==> config.mk <==
export PLATFORM = sky130hd
export DESIGN_NAME = ea_bank_resolver
export DESIGN_NICKNAME = d
export VERILOG_FILES = /design/src/rtl/ea_pkg.sv /design/src/rtl/ea_bank_regs.sv /design/src/rtl/ea_ptr_gen.sv /design/src/rtl/ea_final_gen.sv /design/src/rtl/ea_bank_resolver.sv
export SDC_FILE = /design/constraint.sdc
export NUM_CORES = 1
export LEC_CHECK = 0
export CAP_MARGIN = 30
export CORE_MARGIN = 3
export CORE_UTILIZATION = 40
export DETAILED_ROUTE_END_ITERATION = 8
export DONT_BUFFER_PORTS = 1
export GPL_TIMING_DRIVEN = 0
export PLACE_DENSITY_LB_ADDON = 0.08
export SETUP_SLACK_MARGIN = 0.3
export SYNTH_ARGS = -nofsm -noshare
export SYNTH_HDL_FRONTEND = slang
export SYNTH_HIERARCHICAL = 1
export SYNTH_SLANG_ARGS = --single-unit
==> constraint.sdc <==
create_clock -name clk -period 4.3 [get_ports clk]
set_input_delay 0.86 -clock clk [delete_from_list [all_inputs] [get_ports clk]]
set_output_delay 0.86 -clock clk [all_outputs]
set_load 0.02 [all_outputs]
==> src/rtl/ea_pkg.sv <==
// Package: shared mode codes and mode classification for the address resolver.
// Assumes a 4-bit mode code; codes above the last listed value are unused.
package ea_pkg;

    typedef enum logic [3:0] {
        AM_LONG      = 4'd0,
        AM_ABS       = 4'd1,
        AM_ABS_X     = 4'd2,
        AM_DP        = 4'd3,
        AM_DP_X      = 4'd4,
        AM_STK       = 4'd5,
        AM_DP_IND    = 4'd6,
        AM_DP_IND_L  = 4'd7,
        AM_JMP_IND   = 4'd8,
        AM_JMP_IND_L = 4'd9,
        AM_JMP_IND_X = 4'd10
    } am_e;

    localparam int MODE_W = 4;

    // True for modes whose final address depends on a fetched pointer.
    function automatic logic needs_pointer(input logic [MODE_W-1:0] m);
        return (m == AM_DP_IND)  || (m == AM_DP_IND_L) ||
               (m == AM_JMP_IND) || (m == AM_JMP_IND_L) ||
               (m == AM_JMP_IND_X);
    endfunction

endpackage

==> src/rtl/ea_bank_regs.sv <==
// Module: holds the data bank and direct page registers.
// Assumes synchronous active-low reset that overrides any write request.
// A write lands at the clock edge, so readers see it from the next cycle.
module ea_bank_regs #(
    parameter int BANK_W = 8,
    parameter int OFS_W  = 16
) (
    input  logic              clk,
    input  logic              rst_n,
    input  logic              dbr_we,
    input  logic [BANK_W-1:0] dbr_wd,
    input  logic              dpr_we,
    input  logic [OFS_W-1:0]  dpr_wd,
    output logic [BANK_W-1:0] dbr,
    output logic [OFS_W-1:0]  dpr
);

    // Data bank register: cleared by reset, loaded on write enable.
    always_ff @(posedge clk) begin
        if (!rst_n) begin
            dbr <= '0;
        end else if (dbr_we) begin
            dbr <= dbr_wd;
        end
    end

    // Direct page register: cleared by reset, loaded on write enable.
    always_ff @(posedge clk) begin
        if (!rst_n) begin
            dpr <= '0;
        end else if (dpr_we) begin
            dpr <= dpr_wd;
        end
    end

endmodule

==> src/rtl/ea_ptr_gen.sv <==
// Module: computes the pointer-fetch address and the fetch flag.
// Assumes the operand low byte is the direct page offset and bits 15:0
// are the absolute offset. Offsets wrap within their bank.
module ea_ptr_gen
    import ea_pkg::*;
#(
    parameter int BANK_W = 8,
    parameter int OFS_W  = 16,
    localparam int ADDR_W = BANK_W + OFS_W
) (
    input  logic [MODE_W-1:0] mode,
    input  logic [ADDR_W-1:0] operand,
    input  logic [OFS_W-1:0]  index,
    input  logic [BANK_W-1:0] pbr,
    input  logic [OFS_W-1:0]  dpr,
    output logic              ptr_need,
    output logic [ADDR_W-1:0] ptr_addr
);

    localparam int DPO_W = 8;

    logic [OFS_W-1:0] dp_ofs;
    logic [OFS_W-1:0] absx_ofs;

    // Bank-local offsets for the direct page and indexed pointer forms.
    always_comb begin
        dp_ofs   = dpr + {{(OFS_W-DPO_W){1'b0}}, operand[DPO_W-1:0]};
        absx_ofs = operand[OFS_W-1:0] + index;
    end

    // Select the pointer bank and offset by mode.
    always_comb begin
        ptr_need = needs_pointer(mode);
        unique case (mode)
            AM_DP_IND, AM_DP_IND_L:   ptr_addr = {{BANK_W{1'b0}}, dp_ofs};
            AM_JMP_IND, AM_JMP_IND_L: ptr_addr = {{BANK_W{1'b0}}, operand[OFS_W-1:0]};
            AM_JMP_IND_X:             ptr_addr = {pbr, absx_ofs};
            default:                  ptr_addr = '0;
        endcase
    end

endmodule

==> src/rtl/ea_final_gen.sv <==
// Module: computes the final access or jump-target address.
// Assumes ptr_data already holds the pointer fetched at the pointer address.
// Bank-zero offsets wrap at 2^OFS_W; absolute indexed carries into the bank.
module ea_final_gen
    import ea_pkg::*;
#(
    parameter int BANK_W = 8,
    parameter int OFS_W  = 16,
    localparam int ADDR_W = BANK_W + OFS_W
) (
    input  logic [MODE_W-1:0] mode,
    input  logic [ADDR_W-1:0] operand,
    input  logic [OFS_W-1:0]  index,
    input  logic [OFS_W-1:0]  sp,
    input  logic [BANK_W-1:0] pbr,
    input  logic [BANK_W-1:0] dbr,
    input  logic [OFS_W-1:0]  dpr,
    input  logic [ADDR_W-1:0] ptr_data,
    output logic [ADDR_W-1:0] eff_addr
);

    localparam int DPO_W = 8;

    logic [OFS_W-1:0]  dp_ofs;
    logic [OFS_W-1:0]  dpx_ofs;
    logic [OFS_W-1:0]  stk_ofs;
    logic [ADDR_W-1:0] abs_full;
    logic [ADDR_W-1:0] absx_full;

    // Offsets and full-width sums used by the data modes.
    always_comb begin
        dp_ofs    = dpr + {{(OFS_W-DPO_W){1'b0}}, operand[DPO_W-1:0]};
        dpx_ofs   = dp_ofs + index;
        stk_ofs   = sp + {{(OFS_W-DPO_W){1'b0}}, operand[DPO_W-1:0]};
        abs_full  = {dbr, operand[OFS_W-1:0]};
        absx_full = abs_full + {{BANK_W{1'b0}}, index};
    end

    // Pick the bank source and offset by mode.
    always_comb begin
        unique case (mode)
            AM_LONG:      eff_addr = operand;
            AM_ABS:       eff_addr = abs_full;
            AM_ABS_X:     eff_addr = absx_full;
            AM_DP:        eff_addr = {{BANK_W{1'b0}}, dp_ofs};
            AM_DP_X:      eff_addr = {{BANK_W{1'b0}}, dpx_ofs};
            AM_STK:       eff_addr = {{BANK_W{1'b0}}, stk_ofs};
            AM_DP_IND:    eff_addr = {dbr, ptr_data[OFS_W-1:0]};
            AM_DP_IND_L:  eff_addr = ptr_data;
            AM_JMP_IND:   eff_addr = {pbr, ptr_data[OFS_W-1:0]};
            AM_JMP_IND_L: eff_addr = ptr_data;
            AM_JMP_IND_X: eff_addr = {pbr, ptr_data[OFS_W-1:0]};
            default:      eff_addr = '0;
        endcase
    end

endmodule

==> src/rtl/ea_bank_resolver.sv <==
// Module: top of the effective address bank resolver.
// Holds the bank and direct page registers and forms the pointer and final
// addresses combinationally from the mode, the operands and the register state.
// Assumes the caller feeds the fetched pointer back on ptr_data in the same cycle.
module ea_bank_resolver
    import ea_pkg::*;
#(
    parameter int BANK_W = 8,
    parameter int OFS_W  = 16,
    localparam int ADDR_W = BANK_W + OFS_W
) (
    input  logic              clk,
    input  logic              rst_n,
    input  logic [MODE_W-1:0] mode,
    input  logic [ADDR_W-1:0] operand,
    input  logic [OFS_W-1:0]  index,
    input  logic [OFS_W-1:0]  sp,
    input  logic [BANK_W-1:0] pbr,
    input  logic [ADDR_W-1:0] ptr_data,
    input  logic              dbr_wr_en,
    input  logic [BANK_W-1:0] dbr_wr_data,
    input  logic              dpr_wr_en,
    input  logic [OFS_W-1:0]  dpr_wr_data,
    output logic [BANK_W-1:0] dbr_q,
    output logic [OFS_W-1:0]  dpr_q,
    output logic              ptr_need,
    output logic [ADDR_W-1:0] ptr_addr,
    output logic [ADDR_W-1:0] eff_addr
);

    logic [BANK_W-1:0] dbr;
    logic [OFS_W-1:0]  dpr;

    ea_bank_regs #(.BANK_W(BANK_W), .OFS_W(OFS_W)) u_regs (
        .clk    (clk),
        .rst_n  (rst_n),
        .dbr_we (dbr_wr_en),
        .dbr_wd (dbr_wr_data),
        .dpr_we (dpr_wr_en),
        .dpr_wd (dpr_wr_data),
        .dbr    (dbr),
        .dpr    (dpr)
    );

    ea_ptr_gen #(.BANK_W(BANK_W), .OFS_W(OFS_W)) u_ptr (
        .mode     (mode),
        .operand  (operand),
        .index    (index),
        .pbr      (pbr),
        .dpr      (dpr),
        .ptr_need (ptr_need),
        .ptr_addr (ptr_addr)
    );

    ea_final_gen #(.BANK_W(BANK_W), .OFS_W(OFS_W)) u_final (
        .mode     (mode),
        .operand  (operand),
        .index    (index),
        .sp       (sp),
        .pbr      (pbr),
        .dbr      (dbr),
        .dpr      (dpr),
        .ptr_data (ptr_data),
        .eff_addr (eff_addr)
    );

    // Register read-back for pushes.
    always_comb begin
        dbr_q = dbr;
        dpr_q = dpr;
    end

endmodule

# == Yosys cells after proc, flatten, opt, wreduce, memory -nomap -nowiden ==
# Index checks and enable logic that the tools add are counted.
# classes
eq_ne,10
n_reduce_logical,9
addsub,5
n_mux,2
# op_table
cell,count
24-bit case mux with 9 select lines,1
24-bit case mux with 3 select lines,1
16-bit adder,2
16-bit by 8-bit adder with 16-bit output,2
24-bit by 16-bit adder with 24-bit output,1
4-bit by 3-bit equality test with 1-bit output (second input constant),4
4-bit equality test (second input constant),3
4-bit by 2-bit equality test with 1-bit output (second input constant),2
2-bit OR reduction,4
4-bit by 1-bit equality test with 1-bit output (second input constant),1
4-bit zero test,1
1-bit logical OR,4
# word_totals
elab_cells,28
input_bits,120
out_inout_bits,73
register_bits,24

# == Logic depth before layout (Yosys ltp) ==
# Gate-level depths: netlist (run 1).
# depth
ltp_word,5
mapped_depth,17
mapped_depth_nobuf,17

# == Modules after synthesis ==
# The synthesis (run 1) kept the hierarchy.
# modules_own_cells
module,seq_area_each_um2,cells_per_inst,instances,area_each_um2
ea_final_gen,0.0,485,1,3474.6
ea_ptr_gen,0.0,218,1,1559.0
ea_bank_regs,480.5,77,1,917.1

# == Worst setup path after synthesis (run 1) ==
# OpenSTA, ideal clock, no wires.
# synth_timing
kind,input -> output
from,input port operand[0]
to,output port eff_addr[15]
path_buffers,1
cell_stages,16
arrival_time_ns,4.086
required_time_ns,3.440
path_slack_ns,-0.646
cell_sequence,ha_1 > inv_1 > fa_1 > nor2b_1 > o211ai_1 > a211oi_1 > nor2_1 > xnor2_1 > ha_1 > clkbuf_1 > a21o_1 > a211oi_1 > o21bai_1 > a221oi_1 > xnor2_1 > o21ai_0
# synth_via
elab_chain_len,3
elab_cells_between_ends,5
cone_classes,add/sub: 4; mux: 1
# synth_rtl
item,line,rtl
"start, declared",ea_bank_resolver.sv:15,"input logic [ADDR_W-1:0] operand,"
16-bit by 8-bit adder with 16-bit output,ea_final_gen.sv:32,"dp_ofs = dpr + {{(OFS_W-DPO_W){1'b0}}, operand[DPO_W-1:0]};"
16-bit adder,ea_final_gen.sv:33,dpx_ofs = dp_ofs + index;
24-bit case mux with 9 select lines (*),ea_final_gen.sv:41,unique case (mode)
"end, declared",ea_bank_resolver.sv:28,output logic [ADDR_W-1:0] eff_addr
# Mark *: on every way between the ends. The rest lies on a longest branch, timed or not.

# == Final worst setup path (run 1) ==
# Same ends and word-level chain as after synthesis.

==> key figures, run 1 <==
Drt
  – DRT Pass-1 Iters: 6
  – DR WL met3: between 1500 and 2000 um
  – Post-route ant nets: 0
  – DR top layer: met4
  – Remaining DRCs: 0
  – Via count: 6372
  – DR WL/cell: around 23 um
  – Iter 0 DRT Violations: 420
  – Routed length on met2: 10700 um
  – Vias per cell: 6.44
  – Routed wire length: approximately 23000 um
  – Met1 WL: approximately 9600 um

Place
  – RD Place Congestion: 0.918
  – Number of port buffers: 0
  – Post-detail-place hpwl: roughly 19000 um
  – Placement Setup Slack: -687 ps
  – Placement Cell Area: roughly 0.0064 mm^2

Setup path
  – Reg2reg path depth: 2
  – Worst reg2reg path startpoint: u_regs/dpr[12]$_SDFFE_PN0P_
  – Setup Crit Path Kind: input pin to output pin
  – FF-to-FF setup slack: approximately 3200 ps
  – Worst endpoint data arrival time: 4010 ps
  – CP startpoint kind: input pin
  – Critical Path RT: roughly 3400 ps
  – FF-to-FF End: u_regs/dpr[12]$_SDFFE_PN0P_
  – CP Max Fanout: 8
  – Crit end category: output pin

Yosys
  – Area leader, netlist: ha_1
  – Cells after Synth: a little under 800
  – Ys async rst share: 0%
  – Synth Net Count: 978
  – Post-synth EDFFs: 0
  – Synth cell types: between 80 and 90
  – Syn Std Cell Area: 0.00595 mm^2
  – Synth warn: 6
  – Most frequent cell after synthesis: ha_1
  – Sequential area share after synthesis: ~8.1%
  – Synthesized flop and latch total: 24
  – Commonest cells post-synth: ha_1 (72), a21oi_1 (55), nor2_1 (54)
  – Syn avg cell area: between 7 and 8 um^2
  – Ys flop type: dfxtp_1
  – Synth area leaders: ha_1 (15%), dfxtp_1 (8.1%), xnor2_1 (6.6%), xor2_1 (4.9%), mux2i_1 (4.7%)
  – Post-synth top area share: between 10% and 20%

STA
  – Tcrit/Tclk final: 113%
  – Tmin final: between 4000 and 5000 ps
  – Max Clk Rate: 205 MHz
  – Slew Limit Fails: 0
  – Rel. slew slack: approximately 48%
  – Final Hold Vio Count: 0
  – Slew at the pin with the worst max-slew slack: roughly 770 ps
  – WHS: roughly 630 ps
  – RSZ-0062 raised after global routing: true
  – Setup Skew: 0 ps
  – Setup violators final: 8
  – Final WS setup: -575 ps

Global routing
  – Vias in the first global route: 6264
  – Overall routing resource usage: 25.9%
  – Pin count of the biggest net entering global routing: 14
  – Final global-route overflow total: 0
  – Initial antenna violation count: 0
  – First-pass GRT wire length: between 30000 and 40000 um

Clocking
  – Inserted Clock Buffers: 3
  – Clock buffer depth: 2
  – Clock slew at reported path FFs: roughly 50 ps
  – CTS Root Cell: clkbuf_16
  – CTS tree: built
  – Worst skew pair latency: approximately 250 ps
  – CTS Sinks: 24
  – Hold-fix buffers, CTS: 0
  – H-tree depth: 1

Run
  – Max cap viols: 0

Cells and area
  – Fill count: 1415
  – Utilization after layout: approximately 50%
  – Nets: just over 1000
  – Ant. Diodes: 0
  – Finished Cell Area: around 0.007 mm^2
  – P&R area growth vs syn: 19.6%
  – Share of cells above drive strength 1: 18.8%

Hold path
  – Hold WC Path Type: flip-flop to flip-flop
  – Hold Path End: u_regs/dpr[1]$_SDFFE_PN0P_
  – Worst hold stages: 2
  – Min-delay src: u_regs/dpr[1]$_SDFFE_PN0P_

Status
  – Failing checks: setup timing
  – Status: finished, violations left

Power and ir drop
  – Total power draw: between 1 and 1.5 mW
  – LEAKAGE: around 2.8 nW
  – Worst VDD drop: 320 uV
  – Pwr/cell area: between 200 and 250 mW/mm^2

Floorplanning
  – Rows: 43
  – Die Y: approximately 130 um
  – I/O pin total: 193
  – Die width: 128 um
  – Initial Utilization: roughly two fifths
  – DIE AREA: about 0.016 mm^2
  – Floorplan Core Area: around 0.014 mm^2
-- metal layers --
metal  vias up  track usage, %
li1       3030               -
met4         0            7.80
met1      3043            33.6
met5         -               0
met2       262            44.7
met3        37            3.62
-- logic make-up (layout without fill, tap and decap cells) --
logic type / after synthesis / after routing / share of synthesized area, %
fa+ha+maj: 78 / 78 / 17.2
flops: 24 / 24 / 8.07
xor+xnor: 78 / 78 / 11.5
simple gates: 248 / 248 / 22.4
mux: 28 / 28 / 4.71
compound gates: 265 / 265 / 31.8
buf+inv: 59 / 88 / 4.35
-- metrics by stage --
step	instances	setup TNS, ps
final	989	-3090
after global routing	989	-4150
after CTS	984	-2670
after detailed placement	962	-4120
after global placement	960	-4080
after floorplan	780	-217
-- repair_timing --
item                       CTS  global route
pin swaps                   43            32
setup endpoints to repair   23            26
setup buffers               18             5
resized for setup           52            40
-- final cells by class --
cell class	instances	area (um^2)	share of cell area (%)
Buffer	30	174	2.44
Clock buffer	4	88.8	1.25
Inverter	29	109	1.53
Multi-Input combinational cell	697	5840	82.1
Sequential cell	24	483	6.79
Tap cell	180	225	3.16
Timing Repair Buffer	25	198	2.78
-- registers in the layout, summed over array words and instances, names as in the netlist --
name	cells
u_regs/dbr	8
u_regs/dpr	16
-- power breakdown --
| group | leakage, nW | internal (mW) | switching [mW] |
|---|---|---|---|
| Combinational | 2.55 | 0.418 | 0.566 |
| Sequential | 0.199 | 0.236 | 0.0450 |
| Clock | 0.0442 | 0.142 | 0.0697 |
-- worst max-delay path by stage --
stage | start | end | slack [ps]
finish | operand[0] | eff_addr[15] | -570
global route | operand[0] | eff_addr[15] | -720
CTS | operand[0] | eff_addr[15] | -480
detailed placement | operand[0] | eff_addr[15] | -690
global placement | operand[0] | eff_addr[14] | -750
floorplan | operand[0] | eff_addr[15] | -130
-- worst max-delay path, stage by stage --
cell      delay, ps
ha_4            120
inv_2            40
fa_2            360
nor2b_4         140
o211ai_1        150
a211oi_2        310
nor2_2           90
xnor2_2         270
ha_1            290
clkbuf_8        160
a21o_1          190
a211oi_2        180
o21bai_1        100
a221oi_2        340
xnor2_1         120
o21ai_2         280
-- placed cells by master, fill, tap and decap left out, types with 21 or more instances in the layout --
cell type and instances:
xor2_1 30, nor2_1 48, nor2b_1 27, xnor2_1 39
a222oi_1 21, nand2_1 51, inv_1 28, o21ai_0 32
ha_1 60, mux2i_1 28, a21oi_1 48, dfxtp_1 22
Power figures use the tool's default switching activity.
==> inputs of run 2 (changes only) <==
--- a/config.mk
+++ b/config.mk
@@ -5,6 +5,7 @@
 export SDC_FILE = /design/constraint.sdc
 export NUM_CORES = 1
 export LEC_CHECK = 0
+export ABC_AREA = 1
 export CAP_MARGIN = 30
 export CORE_MARGIN = 3
 export CORE_UTILIZATION = 40
==> run 2 against run 1 <==
The flow now finishes without violations. Synthesized cell count rose by 69%. Worst setup slack better by 680 ps. Core utilization is 2.2 points lower. Area after synthesis up 17%. Total power rose by 4.8%. Sequential power increased by 5%. Wire length grew 19%. Non-clock buffer count shrank 23.
==> key figures, run 2 <==
Status
  – Status: finished, final reports clean

Global routing
  – Overall routing resource usage: 27.0% (+1.0 points)
  – Pin count of the biggest net entering global routing: 14 (unchanged)
  – Final global-route overflow total: 0 (unchanged)
  – First-pass GRT wire length: 40200 um (+19%)
  – Vias in the first global route: 7540 (+20%)
  – Initial antenna violation count: 0 (unchanged)

Setup path
  – CP Buf/Inv Count: 2 (unchanged)
  – CP Max Fanout: 7 (-1)
  – FF-to-FF setup slack: 3310 ps (+70 ps)
  – Worst setup path endpoint: eff_addr[12]
  – Setup Crit Path Kind: input pin to output pin
  – Reg2reg path depth: 2 (unchanged)
  – Stages on the worst setup path: 18 (+2)
  – CP startpoint kind: input pin
  – Critical Path RT: 3440 ps (about the same)
  – Worst endpoint data arrival time: 3340 ps (-670 ps)
  – FF-to-FF End: u_regs/dpr[8]$_SDFFE_PN0P_
  – Critical-path cell list: ha_4, inv_2, fa_2, nor2_2, nand2_1, nand2_2, nand2_2, nand2_4, xor2_4, inv_2, ha_4, a21o_1, a31oi_1, nand3_1, nor2_1, nor2_1, nand2_1, nand4_1
  – CP startpoint: operand[0]
  – Slowest stage delay, CP: 340 ps (-20 ps)
  – Family with the most delay on the worst path: simple AND/OR/NAND/NOR gates
  – Master of the slowest instance on the critical path: fa_2
  – Worst reg2reg path startpoint: u_regs/dpr[8]$_SDFFE_PN0P_
  – Crit end category: output pin

Yosys
  – Syn avg cell area: 5.28 um^2 (-31%)
  – Synth area leaders: nand2_1 (24%), ha_1 (13%), nand3_1 (11%), inv_1 (11%), nor2_1 (8.4%)
  – Cells after Synth: 1319 (+69%)
  – Synth warn: 6 (unchanged)
  – Ys async rst share: 0% (unchanged)
  – Synth cell types: 44 (-48%)
  – Synthesized flop and latch total: 24 (unchanged)
  – Commonest cells post-synth: nand2_1 (444), inv_1 (206), nand3_1 (155), nor2_1 (155), ha_1 (72)
  – Post-synth top area share: 23.9% (+8.8 points)
  – Post-synth EDFFs: 0 (unchanged)
  – Area leader, netlist: nand2_1
  – Synth Net Count: 1517 (+55%)
  – Most frequent cell after synthesis: nand2_1
  – Syn Std Cell Area: 0.00697 mm^2 (+17%)
  – Ys flop type: dfxtp_1
  – Sequential area share after synthesis: 6.90% (-1.2 points)

Cells and area
  – Nets: 1538 (+53%)
  – Share of cells above drive strength 1: 12.8% (-5.9 points)
  – Finished Cell Area: 0.00806 mm^2 (+13%)
  – Ant. Diodes: 0 (unchanged)
  – Biggest regs: u_regs/dpr (16), u_regs/dbr (8)
  – P&R area growth vs syn: 15.7%
  – Register name with the most flops: u_regs/dpr
  – Most common cell after layout, fill and taps aside: nand2_1
  – Max reg flops: 16 (unchanged)
  – Most frequent cells in the layout: nand2_1 (419), inv_1 (199), nor2_1 (147)
  – Non-filler cells, final: 1559 (+58%)

Clocking
  – CTS tree: built
  – Inserted Clock Buffers: 3 (unchanged)
  – Clock buffer depth: 2 (unchanged)
  – H-tree depth: 1 (unchanged)
  – Clock slew at reported path FFs: 60 ps (about the same)
  – Worst skew pair latency: 250 ps (about the same)
  – CTS Sinks: 24 (unchanged)
  – CTS Root Cell: clkbuf_16

Place
  – RD Place Congestion: 1.02 (+11%)
  – Post-detail-place hpwl: 22300 um (+18%)
  – Number of port buffers: 0 (unchanged)
  – Placement Cell Area: 0.00731 mm^2 (+14%)
  – Inst Count DP: 1539 (+60%)

Drt
  – Via count: 8409 (+32%)
  – Routed wire length: 26800 um (+19%)
  – DR WL/cell: 17.2 um (-25%)
  – Remaining DRCs: 0 (unchanged)
  – Post-route ant nets: 0 (unchanged)
  – DRT Pass-1 Iters: 6 (unchanged)
  – Iter 0 DRT Violations: 716 (+70%)
  – Vias per cell: 5.39 (-16%)

STA
  – Slew at the pin with the worst max-slew slack: 713 ps (-55.2 ps)
  – Final Hold Vio Count: 0 (unchanged)
  – Tcrit/Tclk final: 97.6% (-16 points)
  – Slew Limit Fails: 0 (unchanged)
  – Setup Skew: 0 ps (unchanged)
  – Setup violators final: 0 (-8)
  – Rel. slew slack: 52.2% (+3.9 points)
  – Tmin final: 4200 ps (-680 ps)
  – Max Clk Rate: 238 MHz (+16%)
  – RSZ-0062 raised after global routing: true

Floorplanning
  – DIE AREA: 0.0190 mm^2 (+16%)
  – Rows: 47 (+9.3%)
  – I/O pin total: 193 (unchanged)
  – Initial Utilization: 41.4% (-0.47 points)
  – Die Y: 138 um (+7.8%)
  – Floorplan Core Area: 0.0168 mm^2 (+18%)
  – Die width: 138 um (+7.8%)

Power and ir drop
  – Pwr/cell area: 192 mW/mm^2 (-7.4%)
  – Worst VDD drop: 273 uV (-15%)
  – LEAKAGE: 4.32 nW (+55%)

Hold path
  – Hold WC Path Type: flip-flop to flip-flop

Run
  – Max cap viols: 0 (unchanged)
-- run 2: cell types whose count changed after synthesis, moves of 19 or more --
cell | before | now
mux2i_1 | 28 | 0
nand3_1 | 21 | 155
xor2_1 | 33 | 8
nor2b_1 | 29 | 0
inv_1 | 29 | 206
nand2_1 | 52 | 444
nor2_1 | 54 | 155
clkbuf_1 | 19 | 0
a222oi_1 | 21 | 0
xnor2_1 | 45 | 5
-- run 2: tightest hold or removal path: cells and delay by family (launching register included) --
| family | cells | cell delay, ps |
|---|---|---|
| flip-flops | 1 | 380 |
| AND/OR/NAND/NOR | 2 | 150 |
-- run 2: layout make-up --
class,count,area [um^2]
Sequential cell,24,488
Inverter,210,791
Tap cell,220,275
Buffer,16,128
Timing Repair Buffer,16,120
Multi-Input combinational cell,1069,6170
Clock buffer,4,88.8
Fill cell,1858,8760
-- run 2: worst min path at each step --
stage | from | endpoint | cells past startpoint
global route | u_regs/dpr[7]$_SDFFE_PN0P_ | u_regs/dpr[7]$_SDFFE_PN0P_ | 2
finish | u_regs/dpr[7]$_SDFFE_PN0P_ | u_regs/dpr[7]$_SDFFE_PN0P_ | 2
global placement | u_regs/dpr[4]$_SDFFE_PN0P_ | u_regs/dpr[4]$_SDFFE_PN0P_ | 2
floorplan | u_regs/dpr[0]$_SDFFE_PN0P_ | u_regs/dpr[0]$_SDFFE_PN0P_ | 2
CTS | u_regs/dpr[4]$_SDFFE_PN0P_ | u_regs/dpr[4]$_SDFFE_PN0P_ | 2
detailed placement | u_regs/dpr[4]$_SDFFE_PN0P_ | u_regs/dpr[4]$_SDFFE_PN0P_ | 2
-- run 2: timing repair --
| action | in CTS | in global routing |
|---|---|---|
| setup endpoints to repair | 11 | 11 |
| setup buffers | 11 | 5 |
| gates resized for setup | 83 | 38 |
| hold buffers | 0 | 0 |
| pin swaps | 33 | 35 |
| hold endpoints to repair | 0 | 0 |
| cloned | 0 | 0 |
-- run 2: per-layer routing --
metal  GRT usage [%]  part of all wire, %  wire, um
met3            3.85                  8.1      2160
met4            8.01                  3.0       795
met5               0                    0         0
met2            46.1                   46     12400
met1            35.3                   43     11400
-- run 2: where the power goes --
group / switching (mW) / internal, mW / total (mW)
Sequential: 0.0572 / 0.239 / 0.296
Clock: 0.0742 / 0.142 / 0.216
Combinational: 0.652 / 0.383 / 1.04
Total: 0.784 / 0.764 / 1.55
-- run 2: kinds of logic (layout without fill, tap and decap cells) --
| logic type | Yosys count | after routing | share of synthesized area, % |
|---|---|---|---|
| AND/OR/NAND/NOR | 829 | 829 | 50.6 |
| buffers and inverters | 226 | 246 | 13.1 |
| AO/OA/AOI/OAI | 149 | 149 | 13.1 |
| adder cells (fa/ha/maj) | 78 | 78 | 14.7 |
| flip-flops | 24 | 24 | 6.90 |
| XOR/XNOR | 13 | 13 | 1.63 |
-- run 2: metrics by stage --
| step | utilization (%) | hold slack (ps) | power [mW] | setup WS (ps) | TNS, ps |
|---|---|---|---|---|---|
| after floorplan | - | 572 | 0.960 | 306 | 0 |
| after global placement | 43.5 | 620 | 1.16 | -220 | -1040 |
| after detailed placement | 43.5 | 626 | 1.16 | -227 | -1100 |
| after CTS | 46.8 | 573 | 1.49 | 133 | 0 |
| after global routing | 47.9 | 598 | 1.68 | -50.2 | -97.9 |
| final | 47.9 | 562 | 1.55 | 105 | 0 |
==> inputs of run 3 (changes only) <==
==> constraint.sdc (replaced) <==
create_clock -name clk -period 4.3 [get_ports clk]
set_input_delay 0.86 -clock clk [delete_from_list [all_inputs] [get_ports clk]]
set_output_delay 0.86 -clock clk [all_outputs]
set_load 0.05 [all_outputs]
==> run 3 against run 2 <==
The flow now finishes with violations (setup timing). Critical path depth did not move. Final area rose by 5.4%. Sequential cell count stayed put. Fmax decreased by 2.6%. Critical path type unchanged. Die area unchanged. Core utilization up 2.6 points. Global-route usage increased by 0.48 points. Register-to-register slack worse by 240 ps. Cell count is 1.1% higher. Clock power increased by 21%. Highest routed layer unchanged. Non-clock buffer count increased by 17. Total power is 20% higher.
==> key figures, run 3 (synthesis results as in run 2) <==
Status
  – Status: finished, violations left
  – Failing checks: setup timing

Cells and area
  – Fill count: 1859 (+0.054%)
  – P&R area growth vs syn: 21.9%
  – Max reg flops: 16 (unchanged)
  – Biggest regs: u_regs/dpr (16), u_regs/dbr (8)
  – Area of the multi-input gates: 0.00642 mm^2 (+4.1%)
  – Storage element area: 507 um^2 (+3.8%)
  – Ant. Diodes: 0 (unchanged)
  – Share of cells above drive strength 1: 16.4% (+3.5 points)
  – Register name with the most flops: u_regs/dpr
  – Most frequent cells in the layout: nand2_1 (413), inv_1 (195), nor2_1 (146)
  – Nets: 1555 (+1.1%)
  – Utilization after layout: 50.5% (+2.6 points)
  – Most common cell after layout, fill and taps aside: nand2_1

Drt
  – Remaining DRCs: 0 (unchanged)
  – DR WL/cell: 17.4 um (+1.6%)
  – DRT Pass-1 Iters: 8 (+2)
  – Post-route ant nets: 0 (unchanged)
  – Vias per cell: 5.40 (about the same)
  – Routed wire length: 27500 um (+2.7%)
  – Via count: 8508 (+1.2%)
  – Iter 0 DRT Violations: 671 (-6.3%)

Floorplanning
  – Die Y: 138 um (unchanged)
  – I/O pin total: 193 (unchanged)
  – Rows: 47 (unchanged)
  – DIE AREA: 0.0190 mm^2 (unchanged)
  – Die width: 138 um (unchanged)
  – Floorplan Core Area: 0.0168 mm^2 (unchanged)
  – Initial Utilization: 41.4% (unchanged)

Setup path
  – CP startpoint kind: input pin
  – Setup Crit Path Kind: input pin to output pin
  – Worst reg2reg path startpoint: u_regs/dpr[12]$_SDFFE_PN0P_
  – Crit end category: output pin
  – Reg2reg path depth: 2 (unchanged)
  – Worst endpoint data arrival time: 3450 ps (+110 ps)
  – CP Max Fanout: 7 (unchanged)
  – Critical Path RT: 3440 ps (about the same)
  – FF-to-FF End: u_regs/dpr[12]$_SDFFE_PN0P_
  – CP startpoint: operand[0]
  – Worst setup path endpoint: eff_addr[12]
  – FF-to-FF setup slack: 3070 ps (-240 ps)

STA
  – Setup violators final: 1 (+1)
  – Final Hold Vio Count: 0 (unchanged)
  – Tmin final: 4310 ps (+112 ps)
  – RSZ-0062 raised after global routing: true
  – Tcrit/Tclk final: 100% (+2.6 points)
  – Final WS setup: -7.34 ps (-112 ps)
  – Setup Skew: 0 ps (unchanged)
  – Slew at the pin with the worst max-slew slack: 1030 ps (+314 ps)
  – Slew Limit Fails: 0 (unchanged)
  – Max Clk Rate: 232 MHz (-2.6%)
  – Rel. slew slack: 31.2% (-21 points)

Global routing
  – Vias in the first global route: 7710 (+2.3%)
  – Overall routing resource usage: 27.5% (+0.48 points)
  – Final global-route overflow total: 0 (unchanged)
  – Pin count of the biggest net entering global routing: 15 (+1)
  – First-pass GRT wire length: 41100 um (+2.4%)
  – Initial antenna violation count: 0 (unchanged)

Clocking
  – CTS Sinks: 24 (unchanged)
  – CTS tree: built
  – Inserted Clock Buffers: 3 (unchanged)
  – Worst skew pair latency: 260 ps (about the same)
  – Clock buffer depth: 2 (unchanged)
  – CTS Root Cell: clkbuf_16
  – H-tree depth: 1 (unchanged)
  – Clock slew at reported path FFs: 60 ps (about the same)

Place
  – Number of port buffers: 0 (unchanged)
  – Placement Setup Slack: -294 ps (-66.5 ps)
  – RD Place Congestion: 0.964 (-5.1%)
  – Post-detail-place hpwl: 22500 um (+1.1%)

Hold path
  – Min-delay src: u_regs/dpr[7]$_SDFFE_PN0P_
  – Hold WC Path Type: flip-flop to flip-flop

Power and ir drop
  – Worst VDD drop: 312 uV (+14%)
  – LEAKAGE: 4.48 nW (+3.7%)
  – Pwr/cell area: 218 mW/mm^2 (+13%)

Run
  – Max cap viols: 0 (unchanged)
## run 3: cell types whose count changed in the layout (fill, tap and decap cells not counted), moves of 3 or more
| cell | delta |
|---|---|
| buf_6 | +3 |
| dfxtp_4 | +5 |
| dfxtp_1 | -5 |
| nand3_4 | +5 |
| nand2_1 | -6 |
| nand2_4 | +4 |
| a21oi_2 | +3 |
| a21oi_1 | -4 |
| nand3_1 | -7 |
| inv_1 | -4 |
| buf_4 | +14 |
## run 3: timing repair
action	in CTS	in global routing
resized for setup	103	63
buffers inserted	18	11
pin swaps	33	41
endpoints found under the setup margin	14	14
hold buffers	0	0
## run 3: metal layers
layer / vias to the layer above / part of all wire (%) / GRT usage, %
li1: 4328 / - / -
met1: 3805 / 42 / 35.5
met2: 324 / 47 / 47.2
met3: 51 / 8.0 / 4.25
met4: 0 / 2.9 / 8.18
met5: - / 0 / 0
## run 3: worst min-delay path by stage
| stage | to | slack, ps | cells after the start |
|---|---|---|---|
| floorplan | u_regs/dpr[2]$_SDFFE_PN0P_ | 720 | 2 |
| global placement | u_regs/dpr[4]$_SDFFE_PN0P_ | 760 | 2 |
| detailed placement | u_regs/dpr[4]$_SDFFE_PN0P_ | 770 | 2 |
| CTS | u_regs/dpr[7]$_SDFFE_PN0P_ | 600 | 2 |
| global route | u_regs/dpr[6]$_SDFFE_PN0P_ | 620 | 2 |
| finish | u_regs/dpr[7]$_SDFFE_PN0P_ | 600 | 2 |
## run 3: stage by stage
stage               hold slack, ps  total power [mW]  setup TNS (ps)  area, um^2  cells
floorplan                      716              1.11               0        7120   1319
detailed placement             768              1.32           -1710        7430   1543
global route                   619              1.98            -803        8490   1576
finish                         600              1.85           -7.34        8490   1576
CTS                            596              1.75           -60.8        8150   1565
global placement               761              1.31           -1710        7400   1539
## run 3: area by class of cell
| class | count | area share (%) |
|---|---|---|
| clock buffers | 3 | 0.884 |
| well taps | 220 | 3.24 |
| clock inverters | 1 | 0.354 |
| multi-input cells | 1069 | 75.6 |
| repair buffers | 33 | 3.05 |
| plain buffers | 16 | 1.50 |
| inverters | 210 | 9.38 |
| flip-flops and latches | 24 | 5.97 |
## run 3: worst max-delay path, stage by stage
cell,delay [ps]
ha_4,120
inv_2,40
fa_2,350
nor2_1,100
nand2_1,70
nand2_2,90
nand2_2,80
nand2_4,120
xor2_4,200
inv_2,60
ha_4,160
a21o_1,210
a31oi_4,140
nand3_2,100
nor2_1,100
nor2_1,50
nand2_1,100
nand4_1,500
## run 3: power by group
| group | leakage (nW) | switching, mW | internal [mW] |
|---|---|---|---|
| sequential | 0.204 | 0.0935 | 0.238 |
| clock | 0.0511 | 0.0775 | 0.185 |
| combinational | 4.23 | 0.802 | 0.455 |
| total | 4.48 | 0.973 | 0.878 |
